### config.mk
export PLATFORM = sky130hd
export DESIGN_NAME = hsem_bank
export DESIGN_NICKNAME = d
export VERILOG_FILES = /design/src/rtl/hsem_pkg.sv /design/src/rtl/hsem_decode.sv /design/src/rtl/hsem_cell.sv /design/src/rtl/hsem_irq_group.sv /design/src/rtl/hsem_bank.sv
export SDC_FILE = /design/constraint.sdc
export NUM_CORES = 2
export LEC_CHECK = 0
export ABC_AREA = 0
export BUFFER_PORTS_ARGS = -buffer_cell sky130_fd_sc_hd__buf_2
export CAP_MARGIN = 25
export CORE_MARGIN = 8
export CORE_UTILIZATION = 35
export DETAILED_ROUTE_END_ITERATION = 12
export GPL_ROUTABILITY_DRIVEN = 0
export PLACE_DENSITY_LB_ADDON = 0.12
export SYNTH_ARGS = -nofsm -noshare
export SYNTH_HDL_FRONTEND = slang
export SYNTH_HIERARCHICAL = 1
export SYNTH_SLANG_ARGS = --single-unit
### constraint.sdc
create_clock -name clk -period 8.9 [get_ports clk]
set_input_delay 2.67 -clock clk [delete_from_list [all_inputs] [get_ports clk]]
set_output_delay 2.67 -clock clk [all_outputs]
set_load 0.01 [all_outputs]
### src/rtl/hsem_pkg.sv
package hsem_pkg;
  localparam int DATA_W   = 32;
  localparam int ADDR_W   = 8;
  localparam int CORE_W   = 4;
  localparam int PROC_W   = 8;
  localparam int KEY_W    = 16;
  localparam int AUTH_N   = 4;
  localparam int LOCK_POS = 31;
  localparam int CORE_POS = 8;
  localparam int KEY_POS  = 16;

  typedef enum logic [3:0] {
    RG_NONE, RG_SEM, RG_ALIAS, RG_ENABLE, RG_CLEAR, RG_RAW, RG_MASKED,
    RG_BULK, RG_KEY, RG_AUTHCFG, RG_SIZECFG, RG_VERSION, RG_IDENT, RG_SIZEID
  } region_e;

  typedef struct packed {
    region_e    region;
    logic [4:0] idx;
    logic [1:0] grp;
    logic       auth;
  } dec_t;

  function automatic logic [DATA_W-1:0] sem_word(input logic lk,
                                                 input logic [CORE_W-1:0] c,
                                                 input logic [PROC_W-1:0] p);
    logic [DATA_W-1:0] w;
    w = '0;
    w[LOCK_POS] = lk;
    w[CORE_POS +: CORE_W] = c;
    w[PROC_W-1:0] = p;
    return w;
  endfunction
endpackage

### src/rtl/hsem_decode.sv
module hsem_decode
  import hsem_pkg::*;
#(
  parameter logic [AUTH_N*CORE_W-1:0] AUTH_IDS = 16'h7321
) (
  input  logic [ADDR_W-1:0] addr_i,
  input  logic [CORE_W-1:0] master_i,
  output dec_t              dec_o
);
  always_comb begin
    dec_o = '0;
    dec_o.region = RG_NONE;
    if (addr_i[7:5] == 3'b000) begin
      dec_o.region = RG_SEM;
      dec_o.idx    = addr_i[4:0];
    end else if (addr_i[7:5] == 3'b001) begin
      dec_o.region = RG_ALIAS;
      dec_o.idx    = addr_i[4:0];
    end else if (addr_i[7:4] == 4'b0100) begin
      dec_o.grp = addr_i[3:2];
      case (addr_i[1:0])
        2'd0:    dec_o.region = RG_ENABLE;
        2'd1:    dec_o.region = RG_CLEAR;
        2'd2:    dec_o.region = RG_RAW;
        default: dec_o.region = RG_MASKED;
      endcase
    end else begin
      case (addr_i)
        8'h50:   dec_o.region = RG_BULK;
        8'h51:   dec_o.region = RG_KEY;
        8'hFB:   dec_o.region = RG_AUTHCFG;
        8'hFC:   dec_o.region = RG_SIZECFG;
        8'hFD:   dec_o.region = RG_VERSION;
        8'hFE:   dec_o.region = RG_IDENT;
        8'hFF:   dec_o.region = RG_SIZEID;
        default: dec_o.region = RG_NONE;
      endcase
    end
    for (int k = 0; k < AUTH_N; k++) begin
      if (master_i == AUTH_IDS[k*CORE_W +: CORE_W]) dec_o.auth = 1'b1;
    end
  end
endmodule

### src/rtl/hsem_cell.sv
module hsem_cell
  import hsem_pkg::*;
(
  input  logic              clk,
  input  logic              rst,
  input  logic              wr_lock_i,
  input  logic              wr_free_i,
  input  logic              rd_lock_i,
  input  logic [CORE_W-1:0] core_i,
  input  logic [PROC_W-1:0] proc_i,
  input  logic              bulk_i,
  input  logic [CORE_W-1:0] bulk_core_i,
  output logic              locked_o,
  output logic [CORE_W-1:0] core_o,
  output logic [PROC_W-1:0] proc_o,
  output logic              freed_o
);
  logic              locked_q;
  logic [CORE_W-1:0] core_q;
  logic [PROC_W-1:0] proc_q;
  logic              owner_free, bulk_free;

  assign owner_free = wr_free_i && (core_i == core_q) && (proc_i == proc_q);
  assign bulk_free  = bulk_i && (bulk_core_i == core_q);
  assign freed_o    = locked_q && (owner_free || bulk_free);

  always_ff @(posedge clk) begin
    if (rst) begin
      locked_q <= 1'b0;
      core_q   <= '0;
      proc_q   <= '0;
    end else if (!locked_q) begin
      if (wr_lock_i) begin
        locked_q <= 1'b1;
        core_q   <= core_i;
        proc_q   <= proc_i;
      end else if (rd_lock_i) begin
        locked_q <= 1'b1;
        core_q   <= core_i;
        proc_q   <= '0;
      end
    end else if (freed_o) begin
      locked_q <= 1'b0;
      core_q   <= '0;
      proc_q   <= '0;
    end
  end

  assign locked_o = locked_q;
  assign core_o   = core_q;
  assign proc_o   = proc_q;


  busy_write_hold_chk: assert property (@(posedge clk) disable iff (rst)
    (locked_q && wr_lock_i) |=> (locked_q && $stable(core_q) && $stable(proc_q)));

  alias_lock_chk: assert property (@(posedge clk) disable iff (rst)
    (!locked_q && rd_lock_i && !wr_lock_i) |=> (locked_q && core_q == $past(core_i) && proc_q == '0));

  foreign_free_chk: assert property (@(posedge clk) disable iff (rst)
    (locked_q && wr_free_i && core_i != core_q && !bulk_i) |=> locked_q);
endmodule

### src/rtl/hsem_irq_group.sv
module hsem_irq_group #(
  parameter int N_SEM = 32
) (
  input  logic             clk,
  input  logic             rst,
  input  logic             en_we_i,
  input  logic             clr_we_i,
  input  logic [N_SEM-1:0] wdata_i,
  input  logic [N_SEM-1:0] set_i,
  output logic [N_SEM-1:0] enable_o,
  output logic [N_SEM-1:0] status_o,
  output logic             irq_o
);
  logic [N_SEM-1:0] enable_q, status_q;
  logic [N_SEM-1:0] clr_mask;

  assign clr_mask = clr_we_i ? wdata_i : '0;

  always_ff @(posedge clk) begin
    if (rst) begin
      enable_q <= '0;
      status_q <= '0;
    end else begin
      if (en_we_i) enable_q <= wdata_i;
      status_q <= (status_q & ~clr_mask) | set_i;
    end
  end

  assign enable_o = enable_q;
  assign status_o = status_q;
  assign irq_o    = |(status_q & enable_q);


  raw_set_chk: assert property (@(posedge clk) disable iff (rst)
    (|set_i) |=> ((status_q & $past(set_i)) == $past(set_i)));

  w1c_chk: assert property (@(posedge clk) disable iff (rst)
    (clr_we_i && set_i == '0) |=> ((status_q & $past(wdata_i)) == '0));

  w1c_keep_chk: assert property (@(posedge clk) disable iff (rst)
    clr_we_i |=> ((status_q & ~$past(wdata_i)) == ($past(status_q) & ~$past(wdata_i))));
endmodule

### src/rtl/hsem_bank.sv
module hsem_bank
  import hsem_pkg::*;
#(
  parameter int                       N_SEM    = 32,
  parameter int                       N_GROUPS = 2,
  parameter logic [AUTH_N*CORE_W-1:0] AUTH_IDS = 16'h7321,
  parameter logic [DATA_W-1:0]        VERSION  = 32'h0000_0021,
  parameter logic [DATA_W-1:0]        IDENT    = 32'h5E4A_0001,
  parameter logic [DATA_W-1:0]        SIZE_ID  = 32'hA3C5_0F17
) (
  input  logic                clk,
  input  logic                rst,
  input  logic                req_valid_i,
  input  logic                req_write_i,
  input  logic [ADDR_W-1:0]   req_addr_i,
  input  logic [DATA_W-1:0]   req_wdata_i,
  input  logic [CORE_W-1:0]   req_master_i,
  output logic                rsp_valid_o,
  output logic [DATA_W-1:0]   rsp_rdata_o,
  output logic [N_GROUPS-1:0] irq_o
);
  localparam int IW  = (N_SEM > 1) ? $clog2(N_SEM) : 1;
  localparam int GIW = (N_GROUPS > 1) ? $clog2(N_GROUPS) : 1;

  dec_t dec;
  hsem_decode #(.AUTH_IDS(AUTH_IDS)) u_dec (
    .addr_i(req_addr_i), .master_i(req_master_i), .dec_o(dec)
  );

  logic wr_ok, rd_ok, idx_ok, grp_ok;
  assign wr_ok  = req_valid_i && req_write_i && dec.auth;
  assign rd_ok  = req_valid_i && !req_write_i;
  assign idx_ok = (32'(dec.idx) < N_SEM);
  assign grp_ok = (32'(dec.grp) < N_GROUPS);

  logic [KEY_W-1:0] key_q;
  logic             bulk_go;
  assign bulk_go = wr_ok && dec.region == RG_BULK &&
                   req_wdata_i[KEY_POS +: KEY_W] == key_q;

  always_ff @(posedge clk) begin
    if (rst) key_q <= '0;
    else if (wr_ok && dec.region == RG_KEY) key_q <= req_wdata_i[KEY_POS +: KEY_W];
  end

  logic [N_SEM-1:0]  lock_vec, freed_vec;
  logic [CORE_W-1:0] core_arr [N_SEM];
  logic [PROC_W-1:0] proc_arr [N_SEM];

  for (genvar i = 0; i < N_SEM; i++) begin : g_sem
    logic hit;
    assign hit = (dec.idx == 5'(i));
    hsem_cell u_cell (
      .clk(clk), .rst(rst),
      .wr_lock_i(wr_ok && dec.region == RG_SEM && hit && req_wdata_i[LOCK_POS]),
      .wr_free_i(wr_ok && dec.region == RG_SEM && hit && !req_wdata_i[LOCK_POS]),
      .rd_lock_i(rd_ok && dec.auth && dec.region == RG_ALIAS && hit),
      .core_i(req_master_i), .proc_i(req_wdata_i[PROC_W-1:0]),
      .bulk_i(bulk_go), .bulk_core_i(req_wdata_i[CORE_POS +: CORE_W]),
      .locked_o(lock_vec[i]), .core_o(core_arr[i]), .proc_o(proc_arr[i]),
      .freed_o(freed_vec[i])
    );
  end

  logic [N_SEM-1:0] enable_arr [N_GROUPS];
  logic [N_SEM-1:0] status_arr [N_GROUPS];

  for (genvar g = 0; g < N_GROUPS; g++) begin : g_grp
    logic gsel;
    assign gsel = (dec.grp == 2'(g));
    hsem_irq_group #(.N_SEM(N_SEM)) u_grp (
      .clk(clk), .rst(rst),
      .en_we_i(wr_ok && dec.region == RG_ENABLE && gsel),
      .clr_we_i(wr_ok && dec.region == RG_CLEAR && gsel),
      .wdata_i(req_wdata_i[N_SEM-1:0]),
      .set_i(freed_vec),
      .enable_o(enable_arr[g]), .status_o(status_arr[g]), .irq_o(irq_o[g])
    );
  end

  logic [DATA_W-1:0] rd_mux, cur_word;
  logic [IW-1:0]     sidx;
  logic [GIW-1:0]    gidx;
  assign sidx     = dec.idx[IW-1:0];
  assign gidx     = dec.grp[GIW-1:0];
  assign cur_word = sem_word(lock_vec[sidx], core_arr[sidx], proc_arr[sidx]);

  always_comb begin
    rd_mux = '0;
    case (dec.region)
      RG_SEM:     if (idx_ok) rd_mux = cur_word;
      RG_ALIAS:   if (idx_ok) rd_mux = (dec.auth && !lock_vec[sidx]) ?
                                       sem_word(1'b1, req_master_i, '0) : cur_word;
      RG_ENABLE:  if (grp_ok) rd_mux = 32'(enable_arr[gidx]);
      RG_RAW:     if (grp_ok) rd_mux = 32'(status_arr[gidx]);
      RG_MASKED:  if (grp_ok) rd_mux = 32'(status_arr[gidx] & enable_arr[gidx]);
      RG_KEY:     rd_mux = 32'(key_q) << KEY_POS;
      RG_AUTHCFG: rd_mux = 32'(AUTH_IDS);
      RG_SIZECFG: rd_mux = 32'(N_SEM) | (32'(N_GROUPS) << 8);
      RG_VERSION: rd_mux = VERSION;
      RG_IDENT:   rd_mux = IDENT;
      RG_SIZEID:  rd_mux = SIZE_ID;
      default:    rd_mux = '0;
    endcase
  end

  always_ff @(posedge clk) begin
    if (rst) begin
      rsp_valid_o <= 1'b0;
      rsp_rdata_o <= '0;
    end else begin
      rsp_valid_o <= req_valid_i;
      rsp_rdata_o <= rd_ok ? rd_mux : '0;
    end
  end


  unauth_hold_chk: assert property (@(posedge clk) disable iff (rst)
    (req_valid_i && !dec.auth) |=> ($stable(lock_vec) && $stable(key_q)));

  bulk_key_chk: assert property (@(posedge clk) disable iff (rst)
    (req_valid_i && req_write_i && dec.region == RG_BULK &&
     req_wdata_i[KEY_POS +: KEY_W] != key_q) |=> $stable(lock_vec));

  free_needs_lock_chk: assert property (@(posedge clk) disable iff (rst)
    $fell(lock_vec[0]) |-> $past(req_valid_i && req_write_i && dec.auth));
endmodule

* After elaboration in Yosys (flattened, before gate mapping)
Cells that the tools add are included.
** Storage, ports and cells
- Register bits :: 593
- Bits of input ports :: 48
- Output and inout bits :: 35
** Operators by class
- $lt $le $gt $ge :: 4
- Equal/unequal tests :: 189
- Mux-type cells :: 418
- Bitwise logic cells :: 12
- Reductions and logical operators :: 378
** Operator list (count)
- two-way mux 8 bit :: 130
- two-way mux 4 bit :: 132
- two-way mux 32 bit :: 12
- one-hot mux 32 bit (11 select lines) :: 1
- logical AND 1 bit :: 272
- == test 4 bit :: 64
- == test 8 bit :: 32
- bitwise AND 32 bit :: 5
- two-way mux 1 bit :: 133
- nonzero test 3 bit :: 32
- == test 5 bit, second input constant :: 16
- inequality test 2 x 1 -> 1 bit, second input constant :: 32
- inverter 32 bit :: 2
- OR 32 bit :: 2
- AND reduction 2 bit :: 32
- OR reduction 32 bit :: 2
- binary-select mux 8 bit (select 5 bit) :: 1
- == test 5 x 4 -> 1 bit, second input constant :: 8
- == test 8 bit, second input constant :: 5
- logical OR 1 bit :: 32
- one-hot mux 4 bit (7 select lines) :: 1
- == test 4 x 3 -> 1 bit, second input constant :: 6
- == test 4 bit, second input constant :: 6
- binary-select mux 4 bit (select 5 bit) :: 1
- other kinds (27) :: 42

* Depth between registers and ports, before layout
- Word-level depth :: 15
- Gate-level depth with buffers :: 18

* Modules after synthesis
Netlist, hierarchy kept.
** Modules (own cells, without submodules)
- hsem_cell :: times used 32, cells each 91, area each 790.8 µm², sequential area each 260.2 µm²
- hsem_bank :: times used 1, cells each 840, area each 7412.1 µm², sequential area each 980.9 µm²
- hsem_irq_group :: times used 2, cells each 259, area each 2337.2 µm², sequential area each 1281.2 µm²
- hsem_decode :: times used 1, cells each 46, area each 321.6 µm², sequential area each 0.0 µm²

* Worst setup path before layout
OpenSTA, ideal clock, no wires.
- Path kind :: input to register
- Start :: input port req_addr_i[1]
- End :: register g_grp[0].u_grp.status_q[26]
- Arrival :: 7.942 ns
- Data required time :: 8.835 ns
- Path slack :: 0.893 ns
- Stages on the path :: 14
- Path buffers :: 1
- Cells stage by stage :: inv_1 ha_1 a21oi_1 or3_1 a31oi_1 buf_2 nand2_1 or4_1 nor4_1 nand3_1 nor2_1 or2_1 a21oi_1 nor2_1
** RTL lines
- start: declaration :: line hsem_bank.sv:15 : input logic [ADDR_W-1:0] req_addr_i,
- end signal: assignment :: line hsem_irq_group.sv:25 : status_q <= (status_q & ~clr_mask) | set_i;
- end: declaration :: line hsem_irq_group.sv:14 : logic [N_SEM-1:0] enable_q, status_q;

==> qor.yml <==
outcome:
  status: "completed"
synthesis:
  synthCells: 4316
  synthXorXnorAreaFrac_pct: 12.26
  synthSimpleGateAreaFrac_pct: 25.92
  syn_nets: 4369
  synth_top_family_by_area: "simple AND/OR/NAND/NOR gates"
  synth.avg_cell_area_um2: 8.738
  synth-edff-count: 0
  dominantRegCellSynth: "dfxtp_1"
  synthAdderAreaFrac_pct: 0.1659
  synth_compound_area_share_pct: 15.13
  synthArstFlopShare_pct: 0
  muxShareOfSynthArea_pct: 10.60
  synth-warning-count: 6
  syn-cell-area_um2: 37710
  synth_seq_area_share_pct: 31.48
  yosys.cell_types.count: 71
  ys_ff_latch: 593
setup_path:
  criticalPathCategory: "in2reg"
  cpPeakStageDelay_ns: 0.88
  cp-startpoint: "req_addr_i[7]"
  r2r-start: "key_q[11]$_SDFFE_PP0P_"
  critPathArrivalTime_ns: 7.08
  end_kind: "flop"
  cp_common_cell: "nor2_1"
  cpMaxStageDelayCell: "nor3b_1"
  path_max_fanout: 23
  worstPathCellList: "buf_2 -> nor4b_2 -> nor2_1 -> a31oi_2 -> buf_4 -> nor2b_1 -> nand2_1 -> nor2_1 -> nand3_2 -> nor2_1 -> nor3b_1 -> nand2_1 -> o21ai_0"
  worstPathRequired_ns: 9.45
  rrSetupSlack_ns: 5.46
  cp-start-kind: "input port"
timing:
  skew_ns: 0.02274
  finalCritPeriodShare_pct: 73.33
  finalHoldViolations: 0
  fmax_ghz: 0.1532
  rsz0062_at_grt: "no"
  post-route-min-period_ns: 6.526
  slew_violations: 0
  setup_viol: 0
  tightestPinTransition_ns: 1.106
  slew_headroom_pct: 26.09
  setup_tns_ns: 0
routing:
  ant_nets: 0
  routed_wl_um: 158000
  drc_errors: 0
  vias: 33970
  drt_first_iter_violations: 3924
  firstDrtPassIters: 5
  avgRoutedWirePerCell_um: 27.53
  avgViaCountPerCell: 5.920
pwr:
  combPwrFrac_pct: 8.3
  power_frac_clock_pct: 49.5
  pwr-share-seq_pct: 42.2
  peakVddDrop_mv: 0.1415
  intPower_uw: 4661
  p_sw_uw: 1631
  p_sw_share_pct: 25.92
  power.density_nw_per_um2: 151.4
  p_leak_uw: 0.01226
clock_tree:
  htree_levels: 3
  cts_root_buf: "clkbuf_16"
  cts_hold_buf: 0
  cts_tree: "yes"
  numCtsBuffers: 74
  cts_resized: 0
  clock_path_buffers: 3
  clock-sinks: 593
  clk_latency_ns: 0.63
  postCtsSetupBuffers: 0
  path_clk_slew_ns: 0.06
die:
  die_w_um: 344.3
  pin_count: 83
  coreArea_um2: 106900
  die_height_um: 344.3
  initial_utilization_pct: 35.28
  dieArea_um2: 118500
  rows: 120
global_routing:
  antenna_found_initial: 6
  grt_usage_pct: 25.72
  grt_max_degree: 177
  first_global_vias: 31290
  grt_pass1_wl_um: 229100
  grt_overflow: 0
hold_path:
  holdCritStartpoint: "key_q[15]$_SDFFE_PP0P_"
  hold_path.class: "reg2reg"
placed_design:
  dp_hpwl_um: 105100
  portBuffers: 82
  place_area_um2: 39070
finish:
  utilization_pct: 38.86
  stdcell_area_um2: 41550
  final_layout_size_suffix_gt1_share_pct: 11.33
  nFillCells: 10850
  syn_to_final_growth_pct: 10.17
  nets: 4335
job:
  cap_violations: 0
power groups by stage:
| stage | Sequential [uW] | Clock, uW | Combinational (uW) |
|---|---|---|---|
| detailed placement | 2720 | 0 | 512 |
| floorplan | 2720 | 0 | 268 |
| global route | 2660 | 3280 | 544 |
| finish | 2660 | 3120 | 520 |
| global placement | 2720 | 0 | 512 |
| CTS | 2660 | 3180 | 513 |
registers in the layout (all words and copies together) (netlist names):
register,cells
rsp_valid_o,1
g_sem.u_cell/core_o,128
g_grp.u_grp/enable_o,64
key_q,16
g_sem.u_cell/locked_o,32
rsp_rdata_o,32
g_sem.u_cell/proc_o,256
g_grp.u_grp/status_o,64
cells by family (layout without fill, tap and decap cells):
| family | Yosys count | count (layout) |
|---|---|---|
| compound gates | 943 | 943 |
| xor+xnor | 528 | 528 |
| fa+ha+maj | 5 | 5 |
| buf+inv | 280 | 297 |
| flops | 593 | 593 |
| mux | 270 | 270 |
| other cells | 0 | 2 |
| simple gates | 1697 | 1697 |
metal layers:
metal / vias to the layer above / part of all wire, % / GRT usage, %
met3: 248 / 6.7 / 3.537
li1: 15590 / - / -
met1: 16840 / 47 / 37.72
met2: 1292 / 43 / 38.21
met4: 4 / 3.5 / 9.057
met5: - / 0.015 / 0
final timing paths:
path | end | cells after the start
hold reg to reg | key_q[15]$_SDFFE_PP0P_ | 2
hold / removal | key_q[15]$_SDFFE_PP0P_ | 2
setup / recovery | g_sem[7].u_cell/proc_o[4]$_SDFFE_PP0P_ | 13
setup reg to reg | g_grp[1].u_grp/status_o[30]$_SDFF_PP0_ | 10
cells in the mapped netlist (3+ instances only):
library cell  count  area [um^2]
or4_1             3        22.52
o221ai_1         10        87.58
xnor2_1         527         4616
and2_1            5        31.28
o21ai_0         498         2492
nand3_1         154        770.7
buf_6            68        765.7
nand2b_1         78        488.0
nor2_1          309         1160
o21ba_2          32        320.3
o211ai_1          8        60.06
mux4_2          100         2252
inv_1             7        26.28
o41ai_1         128         1121
buf_4             8        60.06
nand3b_1        131        983.4
o21a_1            5        37.54
buf_1            10        37.54
nor3b_1         290         2177
ha_1              5        62.56
mux2i_1         146         1461
a221oi_1          7        61.31
or2_1            32        200.2
o31ai_1           6        45.04
clkbuf_1        123        461.7
mux2_2           21        236.5
nor4_1           36        225.2
a22oi_1          39        292.8
nor2b_1          17        106.4
a21oi_1         128        640.6
a31oi_1          11        68.82
o21ai_1          33        165.2
nor4b_2           3        45.04
nor4_4           32        680.7
nand4_1          80        500.5
and3_1            6        37.54
or2b_1           64        480.5
buf_2            64        320.3
o22ai_1          12        75.07
dfxtp_1         593        11870
a211oi_1          9        67.56
nand2_1         382         1434
nor3_1           49        245.2
or3_1            13        81.33
stage by stage:
step | instances | power, uW | hold WS [ns] | setup slack, ns
global route | 5736 | 6483 | 0.4977 | 1.992
CTS | 5732 | 6347 | 0.4826 | 2.519
finish | 5738 | 6292 | 0.4837 | 2.374
floorplan | 4316 | 2983 | 0.4570 | 0.8930
detailed placement | 5605 | 3227 | 0.4737 | 1.806
global placement | 5600 | 3227 | 0.4711 | 1.814
worst max-delay path, delay by kind of cell:
family                 cells  cell delay [ns]
AOI/OAI and AO/OA          2             0.31
buffers and inverters      2             0.46
and+or+nand+nor            9             3.61
cell usage in the layout (no fill, tap or decap), types with 8 or more instances in the layout:
master,instances
a211oi_1,9
a21oi_1,128
a22oi_1,39
a31oi_1,10
buf_12,11
buf_2,72
buf_4,77
clkbuf_1,13
clkbuf_16,78
clkbuf_8,17
clkinv_2,12
dfxtp_1,593
mux2_2,21
mux2i_1,146
mux4_2,100
nand2_1,382
nand2b_1,78
nand3_1,153
nand3b_1,131
nand4_1,80
nor2_1,307
nor2b_1,17
nor3_1,45
nor3b_1,290
nor4_1,33
nor4_4,32
o211ai_1,8
o21ai_0,498
o21ai_1,33
o21ba_2,32
o221ai_1,9
o22ai_1,12
o41ai_1,128
or2_1,32
or2b_1,64
or3_1,13
xnor2_1,527
area by class of cell:
cell class / instances / area [um^2] / area share [%]
sequential: 593 / 11870 / 28.57
timing repair buffer: 163 / 1186 / 2.855
tap: 1403 / 1755 / 4.225
antenna: 2 / 5.005 / 0.01205
inverter: 7 / 26.28 / 0.06324
clock buffer: 108 / 2235 / 5.379
multi-input combinational: 3443 / 24260 / 58.38
clock inverter: 19 / 211.5 / 0.5089
No activity file was read; power rests on OpenSTA's default activity.
